[config.mk]
export PLATFORM = sky130hd
export DESIGN_NAME = ctr_irq_hub
export DESIGN_NICKNAME = d
export VERILOG_FILES = /design/src/rtl/ctr_irq_pkg.sv /design/src/rtl/ctr_irq_ctrl.sv /design/src/rtl/ctr_irq_datapath.sv /design/src/rtl/ctr_irq_hub.sv
export SDC_FILE = /design/constraint.sdc
export NUM_CORES = 1
export LEC_CHECK = 0
export BUFFER_PORTS_ARGS = -buffer_cell sky130_fd_sc_hd__buf_2
export CAP_MARGIN = 40
export CORE_AREA = 8 8 84 115
export DETAILED_ROUTE_END_ITERATION = 6
export DIE_AREA = 0 0 92 123
export SETUP_SLACK_MARGIN = 0.1
export SKIP_LAST_GASP = 1
export SLEW_MARGIN = 20
export SYNTH_ARGS = -nofsm -noshare
export SYNTH_HDL_FRONTEND = slang
export SYNTH_SLANG_ARGS = --single-unit
[constraint.sdc]
create_clock -name clk -period 3 [get_ports clk]
set_input_delay 0.15 -clock clk [delete_from_list [all_inputs] [get_ports clk]]
set_output_delay 0.15 -clock clk [all_outputs]
set_load 0.01 [all_outputs]
[src/rtl/ctr_irq_pkg.sv]
package ctr_irq_pkg;

  // register addresses
  localparam int A_PEND  = 0;
  localparam int A_OPER  = 1;
  localparam int A_MASK  = 2;
  localparam int A_LEVEL = 3;
  localparam int A_CABLE = 4;
  localparam int A_SEL0  = 5;

  // operation register bits
  localparam int OP_STOP_BIT = 0;
  localparam int OP_RUN_BIT  = 2;

  typedef enum logic [1:0] {
    TRIG_CARRY   = 2'd0,
    TRIG_COMPARE = 2'd1,
    TRIG_WRAP    = 2'd2,
    TRIG_INDEX   = 2'd3
  } trig_t;

  typedef struct packed {
    logic       wrMask;
    logic       wrCable;
    logic       wrSel;
    logic [2:0] selBank;
    logic       opRun;
    logic       opStop;
  } strobes_t;

endpackage

[src/rtl/ctr_irq_ctrl.sv]
module ctr_irq_ctrl
  import ctr_irq_pkg::*;
#(
  parameter int AW = 3,
  parameter int DW = 8,
  parameter int SEL_BANKS = 2
) (
  input  logic          wrEn,
  input  logic [AW-1:0] addr,
  input  logic [DW-1:0] wrData,
  output strobes_t      st
);

  logic operHit;
  int   bankIdx;

  assign operHit = wrEn && (addr == AW'(A_OPER));

  always_comb begin
    bankIdx    = int'(addr) - A_SEL0;
    st         = '0;
    st.wrMask  = wrEn && (addr == AW'(A_MASK));
    st.wrCable = wrEn && (addr == AW'(A_CABLE));
    st.wrSel   = wrEn && (bankIdx >= 0) && (bankIdx < SEL_BANKS);
    st.selBank = 3'(bankIdx);
    st.opStop  = operHit && wrData[OP_STOP_BIT];
    st.opRun   = operHit && wrData[OP_RUN_BIT] && !wrData[OP_STOP_BIT];
  end

endmodule

[src/rtl/ctr_irq_datapath.sv]
module ctr_irq_datapath
  import ctr_irq_pkg::*;
#(
  parameter int NCH = 8,
  parameter int AW = 3,
  parameter int DW = 8
) (
  input  logic           clk,
  input  logic           rstN,
  input  strobes_t       st,
  input  logic [AW-1:0]  addr,
  input  logic [DW-1:0]  wrData,
  input  logic [NCH-1:0] carryEv,
  input  logic [NCH-1:0] borrowEv,
  input  logic [NCH-1:0] compareEv,
  input  logic [NCH-1:0] indexEv,
  input  logic [NCH-1:0] idxLvl,
  input  logic [NCH-1:0] cableOk,
  output logic [DW-1:0]  rdData,
  output logic [NCH-1:0] pend,
  output logic           funcEn,
  output logic           counterClr
);

  localparam int LANES     = DW / 2;
  localparam int SEL_BANKS = (NCH + LANES - 1) / LANES;

  logic [NCH-1:0] mask;
  logic [NCH-1:0] cableEnN;
  logic [NCH-1:0] lvlReg;
  logic [NCH-1:0] okReg;
  logic [NCH-1:0] evRaw;
  logic [NCH-1:0] evGated;
  trig_t          trigSel [NCH];

  // per-channel trigger select and event mux
  for (genvar n = 0; n < NCH; n++) begin : g_chan
    always_ff @(posedge clk or negedge rstN) begin
      if (!rstN)
        trigSel[n] <= TRIG_CARRY;
      else if (st.wrSel && (int'(st.selBank) == n / LANES))
        trigSel[n] <= trig_t'(wrData[2*(n%LANES) +: 2]);
    end

    always_comb begin
      unique case (trigSel[n])
        TRIG_CARRY:   evRaw[n] = carryEv[n];
        TRIG_COMPARE: evRaw[n] = compareEv[n];
        TRIG_WRAP:    evRaw[n] = carryEv[n] | borrowEv[n];
        TRIG_INDEX:   evRaw[n] = indexEv[n];
        default:      evRaw[n] = 1'b0;
      endcase
    end
  end

  assign evGated = evRaw & mask & {NCH{funcEn}};

  always_ff @(posedge clk or negedge rstN) begin
    if (!rstN) begin
      pend       <= '0;
      funcEn     <= 1'b0;
      counterClr <= 1'b0;
      mask       <= '0;
      cableEnN   <= '1;
      lvlReg     <= '0;
      okReg      <= '1;
    end else begin
      pend       <= (st.opRun ? '0 : pend) | evGated;
      counterClr <= st.opStop;
      lvlReg     <= idxLvl;
      okReg      <= cableOk;
      if (st.opStop)
        funcEn <= 1'b0;
      else if (st.opRun)
        funcEn <= 1'b1;
      if (st.wrMask)
        mask <= wrData[NCH-1:0];
      if (st.wrCable)
        cableEnN <= wrData[NCH-1:0];
    end
  end

  // read mux
  always_comb begin
    int bank;
    bank   = int'(addr) - A_SEL0;
    rdData = '0;
    if (addr == AW'(A_PEND))
      rdData = DW'(pend);
    else if (addr == AW'(A_MASK))
      rdData = DW'(mask);
    else if (addr == AW'(A_LEVEL))
      rdData = DW'(lvlReg);
    else if (addr == AW'(A_CABLE))
      rdData = DW'(cableEnN | okReg) | ~DW'({NCH{1'b1}});
    else if (bank >= 0 && bank < SEL_BANKS) begin
      for (int n = 0; n < NCH; n++)
        if (n / LANES == bank)
          rdData[2*(n%LANES) +: 2] = trigSel[n];
    end
  end

endmodule

[src/rtl/ctr_irq_hub.sv]
module ctr_irq_hub
  import ctr_irq_pkg::*;
#(
  parameter int NCH = 8,
  parameter int AW = 3,
  parameter int DW = 8
) (
  input  logic           clk,
  input  logic           rstN,
  input  logic           wrEn,
  input  logic [AW-1:0]  addr,
  input  logic [DW-1:0]  wrData,
  output logic [DW-1:0]  rdData,
  input  logic [NCH-1:0] carryEv,
  input  logic [NCH-1:0] borrowEv,
  input  logic [NCH-1:0] compareEv,
  input  logic [NCH-1:0] indexEv,
  input  logic [NCH-1:0] idxLvl,
  input  logic [NCH-1:0] cableOk,
  output logic           irq,
  output logic           countEnable,
  output logic           counterClr
);

  localparam int LANES     = DW / 2;
  localparam int SEL_BANKS = (NCH + LANES - 1) / LANES;

  strobes_t       st;
  logic [NCH-1:0] pend;

  ctr_irq_ctrl #(.AW(AW), .DW(DW), .SEL_BANKS(SEL_BANKS)) u_ctrl (
    .wrEn(wrEn), .addr(addr), .wrData(wrData), .st(st)
  );

  ctr_irq_datapath #(.NCH(NCH), .AW(AW), .DW(DW)) u_dp (
    .clk(clk), .rstN(rstN), .st(st), .addr(addr), .wrData(wrData),
    .carryEv(carryEv), .borrowEv(borrowEv), .compareEv(compareEv),
    .indexEv(indexEv), .idxLvl(idxLvl), .cableOk(cableOk),
    .rdData(rdData), .pend(pend), .funcEn(countEnable),
    .counterClr(counterClr)
  );

  assign irq = |pend;

endmodule

# --- Word level (Yosys, flattened, before mapping) ---
# Index checks and enable logic that the tools add are counted.
word_totals:
  ff_bits: 58
  n_memories: 0
  ram_bits: 0
  latch_bits: 0
  wordCells: 109
  romBits: 0
classes:
  n_addsub: 1
  n_mul: 0
  div_mod_pow: 0
  mux: 24
  bitwise: 12
  magnitude_cmp: 2
  reduce_logical: 25
  n_shift: 0
  eq_ne: 30
ops:
  columns: ["cell", "count"]
  rows:
  - ["two-way mux 8 bit", 6]
  - ["== test 2 bit (second input constant)", 16]
  - ["== test 2 x 32 -> 1 bit (first input constant)", 1]
  - [">= comparator 32 x 1 -> 1 bit (second input constant)", 1]
  - ["logical NOT 32 bit", 1]
  - ["< comparator 32 x 3 -> 1 bit (second input constant)", 1]
  - ["one-hot mux 1 bit (4 select lines)", 8]
  - ["AND 8 bit", 2]
  - ["== test 2 x 1 -> 1 bit (second input constant)", 8]
  - ["logical NOT 2 bit", 8]
  - ["two-way mux 2 bit", 8]
  - ["OR 8 bit", 2]
  - ["logical AND 1 bit", 11]
  - ["== test 3 x 2 -> 1 bit (second input constant)", 3]
  - ["OR 1 bit", 8]
  - ["OR reduction 8 bit", 1]
  - ["logical NOT 3 bit", 2]
  - ["subtractor 3 x 3 -> 4 bit (second input constant)", 1]
  - ["== test 3 x 1 -> 1 bit (second input constant)", 1]
  - ["== test 3 bit (second input constant)", 1]
  - ["two-way mux 1 bit", 2]
  - ["nonzero test 2 bit", 1]
  - ["logical NOT 1 bit", 1]

# --- Depth between registers and ports, before layout ---
logic_depth:
  ltp_word: 9
  mapped_depth: 7
  ltp_nobuf: 5

# --- Modules after synthesis ---
# Synthesis repeated with hierarchy kept, for this count alone.
unflattened:
  hier_cells: 254
  hier_area_um2: 3022.9
modules_own_cells:
  columns: ["module", "seq_area_each_um2", "instances", "area_per_inst_um2", "cells_per_inst"]
  rows:
  - ["ctr_irq_datapath", 1471.4, 1, 2877.8, 235]
  - ["ctr_irq_ctrl", 0.0, 1, 128.9, 16]
  - ["ctr_irq_hub", 0.0, 1, 16.3, 3]

# --- Worst setup path before layout ---
# OpenSTA, ideal clock, no wires.
synth_timing:
  path_type: "input to output"
  from: "input addr[0]"
  to: "output rdData[0]"
  n_path_buf: 1
  stages: 6
  required_time_ns: 2.850
  path_slack_ns: 1.632
  arrival_time_ns: 1.218
  cell_sequence: "inv_1 > ha_1 > buf_2 > nor3b_4 > o211ai_1 > a2bb2oi_1"
synth_via:
  elab_chain_cells: 9
  elab_cells_between_ends: 17
synth_lines:
  columns: ["element", "line_no", "source"]
  rows:
  - ["from (decl)", "ctr_irq_hub.sv:11", "input logic [AW-1:0] addr,"]
  - ["branches (longest 8 deep; another with >= comparator 32 x 1 -> 1 bit)", null, null]
  - ["two-way mux 8 bit *", "ctr_irq_datapath.sv:88", "if (addr == AW'(A_PEND))"]
  - ["to (decl)", "ctr_irq_hub.sv:13", "output logic [DW-1:0] rdData,"]
# Mark *: on every way between the ends.

# --- Worst setup path after layout ---
layout_timing:
  from: "input addr[0]"
  to: "output rdData[5]"
# Same word-level chain as after synthesis.

==> impl_metrics.tcl <==
set metrics [dict create \
    ys.flop_type "dfrtp_1" \
    path_cells "buf_2, inv_1, ha_1, buf_8, nor3b_4, o211ai_1, a2bb2oi_1, buf_2" \
    finalNetCount 408 \
    clock_latency_ns 0.32 \
    cp-start-kind "input port" \
    drt_first_pass_iters 4 \
    critPathCapture "rdData[5]" \
    r2r_end "u_dp.pend[5]" \
    synth_edf_count 0 \
    track_usage_pct 14.5 \
    seqCellArea_um2 1470 \
    r2r-start "u_dp.trigSel[4]" \
    cts_hold_repair.buffers 17 \
    die_area_um2 11300 \
    dp_cells 415 \
    ant_nets 0 \
    design_area_um2 3910 \
    cp_data_arrival_time_ns 1.96 \
    drive_above_1_share_pct 35.0 \
    h-tree-depth 3 \
    root_buffer "clkbuf_16" \
    rsz0062_at_grt "no" \
    initial_utilization_pct 37.4 \
    setup_violations 0 \
    drc 0 \
    cpMostUsedCell "buf_2" \
    post-place-ws_ns 0.868 \
    syn_area_um2 2990 \
    grt.overflow.total 0 \
    synth_seq_area_share_pct 49.1 \
    tns_ns 0 \
    slowest_stage "nor3b_4" \
    leakage_nw 1.77 \
    die_h_um 123 \
    fp.coreArea_um2 8000 \
    viasPerCell 5.25 \
    clock_skew_ns 0.00197 \
    synth.distinct_cells 37 \
    cts_setup_buffers 0 \
    fillers 752 \
    power-per-cell-area_nw_per_um2 636 \
    synthesis.nets 317 \
    startpoint "addr[0]" \
    cts_tree "built" \
    setup_slack_ns 0.890 \
    ys_async_sr_fraction_pct 100 \
    hp-class "in -> reg" \
    cts_inserted_buffers 9 \
    cp_slowest_stage_delay_ns 0.44 \
    synth_area_leaders "dfrtp_1 35%, dfstp_2 14%, mux2_1 9.0%" \
    antenna_cells 0 \
    final_cells 448 \
    port_buffers 72 \
    peakVddDrop_uv 315 \
    tightest_slew_ns 0.662 \
    r2r_setup_slack_ns 1.79 \
    fin_crit_ns 2.11 \
    final-hold-violation-count 0 \
    grt_pass1_wl_um 12600 \
    synth_warnings 0 \
    yosys.area.top_type "dfrtp_1" \
    vias 2350 \
    rows 39 \
    critPathMaxFanout 15 \
    max_freq_mhz 474 \
    wl_um 8110 \
    clkTransAtPathRegs_ns 0.05 \
    wire_per_inst_um 18.1 \
    postSynthAreaPerCell_um2 12.0 \
    maxSlewHeadroom_pct 55.9 \
    dp_hpwl_um 5930 \
    crit_type "in -> out" \
    antenna_found_initial 0 \
    drv_cap 0 \
    drt_iter0_drc 101 \
    grt_pass1_vias 2441 \
    postPlaceCellArea_um2 3450 \
    cts-resized-gates 0 \
    multiInputGateArea_um2 1410 \
    fin_crit_sh_pct 70.3 \
    grt_max_degree 31 \
    place_congestion 0.804 \
    io_pins 73 \
    ys_ff_latch 58 \
    drv_slew 0 \
    synth_cells 250 \
    required_ns 2.85 \
    reg2reg_depth 3 \
    yosysTopAreaCellShare_pct 35.1 \
    cts_sinks 58 \
    end_kind "primary output" \
    die_x_um 92 \
    clock_path_buffers 2 \
    status "finished clean" \
    area.growth.synth_to_final_pct 30.5 \
]
[how the worst min path moves through the flow]
stage                           end  depth (start not counted)       from  slack (ns)
finish                 u_dp.mask[4]                          2  wrData[4]        0.11
detailed placement   u_dp.lvlReg[5]                          1       rstN        0.21
global placement     u_dp.lvlReg[6]                          1       rstN        0.20
CTS                 u_dp.trigSel[0]                          2  wrData[6]        0.12
floorplan           u_dp.counterClr                          0       rstN       -0.15
global route        u_dp.trigSel[8]                          2  wrData[6]        0.12
[through the flow]
| step | utilization (%) | hold slack, ns | total power, mW |
|---|---|---|---|
| after global placement | 43.0 | 0.196 | 1.51 |
| after CTS | 48.8 | 0.117 | 2.51 |
| after detailed placement | 43.2 | 0.210 | 1.53 |
| after floorplan | - | -0.146 | 1.35 |
| final | 48.8 | 0.113 | 2.49 |
| after global routing | 48.8 | 0.115 | 2.60 |
[layer usage]
metal | vias to the layer above | part of all wire, % | track usage, %
met1 | 1154 | 41 | 16.4
met2 | 65 | 53 | 25.5
li1 | 1115 | - | -
met4 | 0 | 2.6 | 7.99
met5 | - | 0 | 0
met3 | 16 | 3.9 | 2.37
[logic make-up after synthesis]
family          synth area share, %
mux                            14.7
simple gates                   15.2
buf+inv                        3.72
flops                          49.1
fa+ha+maj                      2.09
compound gates                 15.1
[cell type report]
cell class / count / area share (%)
flip-flops and latches: 58 / 37.7
multi-input cells: 166 / 36.1
repair buffers: 92 / 14.3
clock buffers: 14 / 7.01
well taps: 102 / 3.27
inverters: 14 / 1.34
clock inverters: 2 / 0.256
[cell usage in the layout (no fill, tap or decap), types with 8 or more instances in the layout]
cell and count:
inv_1 14, mux2_2 8, and3b_1 8, a21oi_1 20, mux2_1 24, o211ai_1 8
a2bb2oi_1 14, mux2i_1 8, a32o_1 8, and2_1 8, or3b_1 10, dfrtp_1 42
dlygate4sd3_1 17, buf_2 72, dfstp_2 16, clkbuf_16 9
[registers in the layout, indices dropped and copies added, names as in the netlist]
register / flops
u_dp.cableEnN: 8
u_dp.counterClr: 1
u_dp.funcEn: 1
u_dp.lvlReg: 8
u_dp.mask: 8
u_dp.okReg: 8
u_dp.pend: 8
u_dp.trigSel: 16
[synth_stat cells, types with 2 or more instances]
cell       instances
nand3b_1           6
a211oi_1           2
nand4b_1           2
o221ai_1           6
a21oi_1           20
a2bb2oi_1         14
ha_1               5
buf_2              5
a32o_1             8
dfrtp_1           42
nor2_1             7
and3b_1            8
buf_4              2
inv_1             14
mux2i_1            8
nand2b_1           2
mux2_2             8
mux2_1            24
o211ai_1           8
and2_1             8
nor2b_1            6
nor2_4             2
dfstp_2           16
clkbuf_1           4
or3b_1            10
nor4_1             2
[critical path: cells and delay by family]
family | cells | cell delay [ns]
buffers and inverters | 4 | 0.62
AND/OR/NAND/NOR | 1 | 0.44
AO/OA/AOI/OAI | 2 | 0.37
adder cells (fa/ha/maj) | 1 | 0.38
[report_power, final]
part           leakage (nW)  internal, mW  switching [mW]  total, mW
Clock                 0.143         0.623           0.331      0.954
Combinational         0.961         0.245           0.194      0.439
Sequential            0.663         0.958           0.135       1.09
Total                  1.77          1.83           0.661       2.49
(Power assumes the default switching activity.)
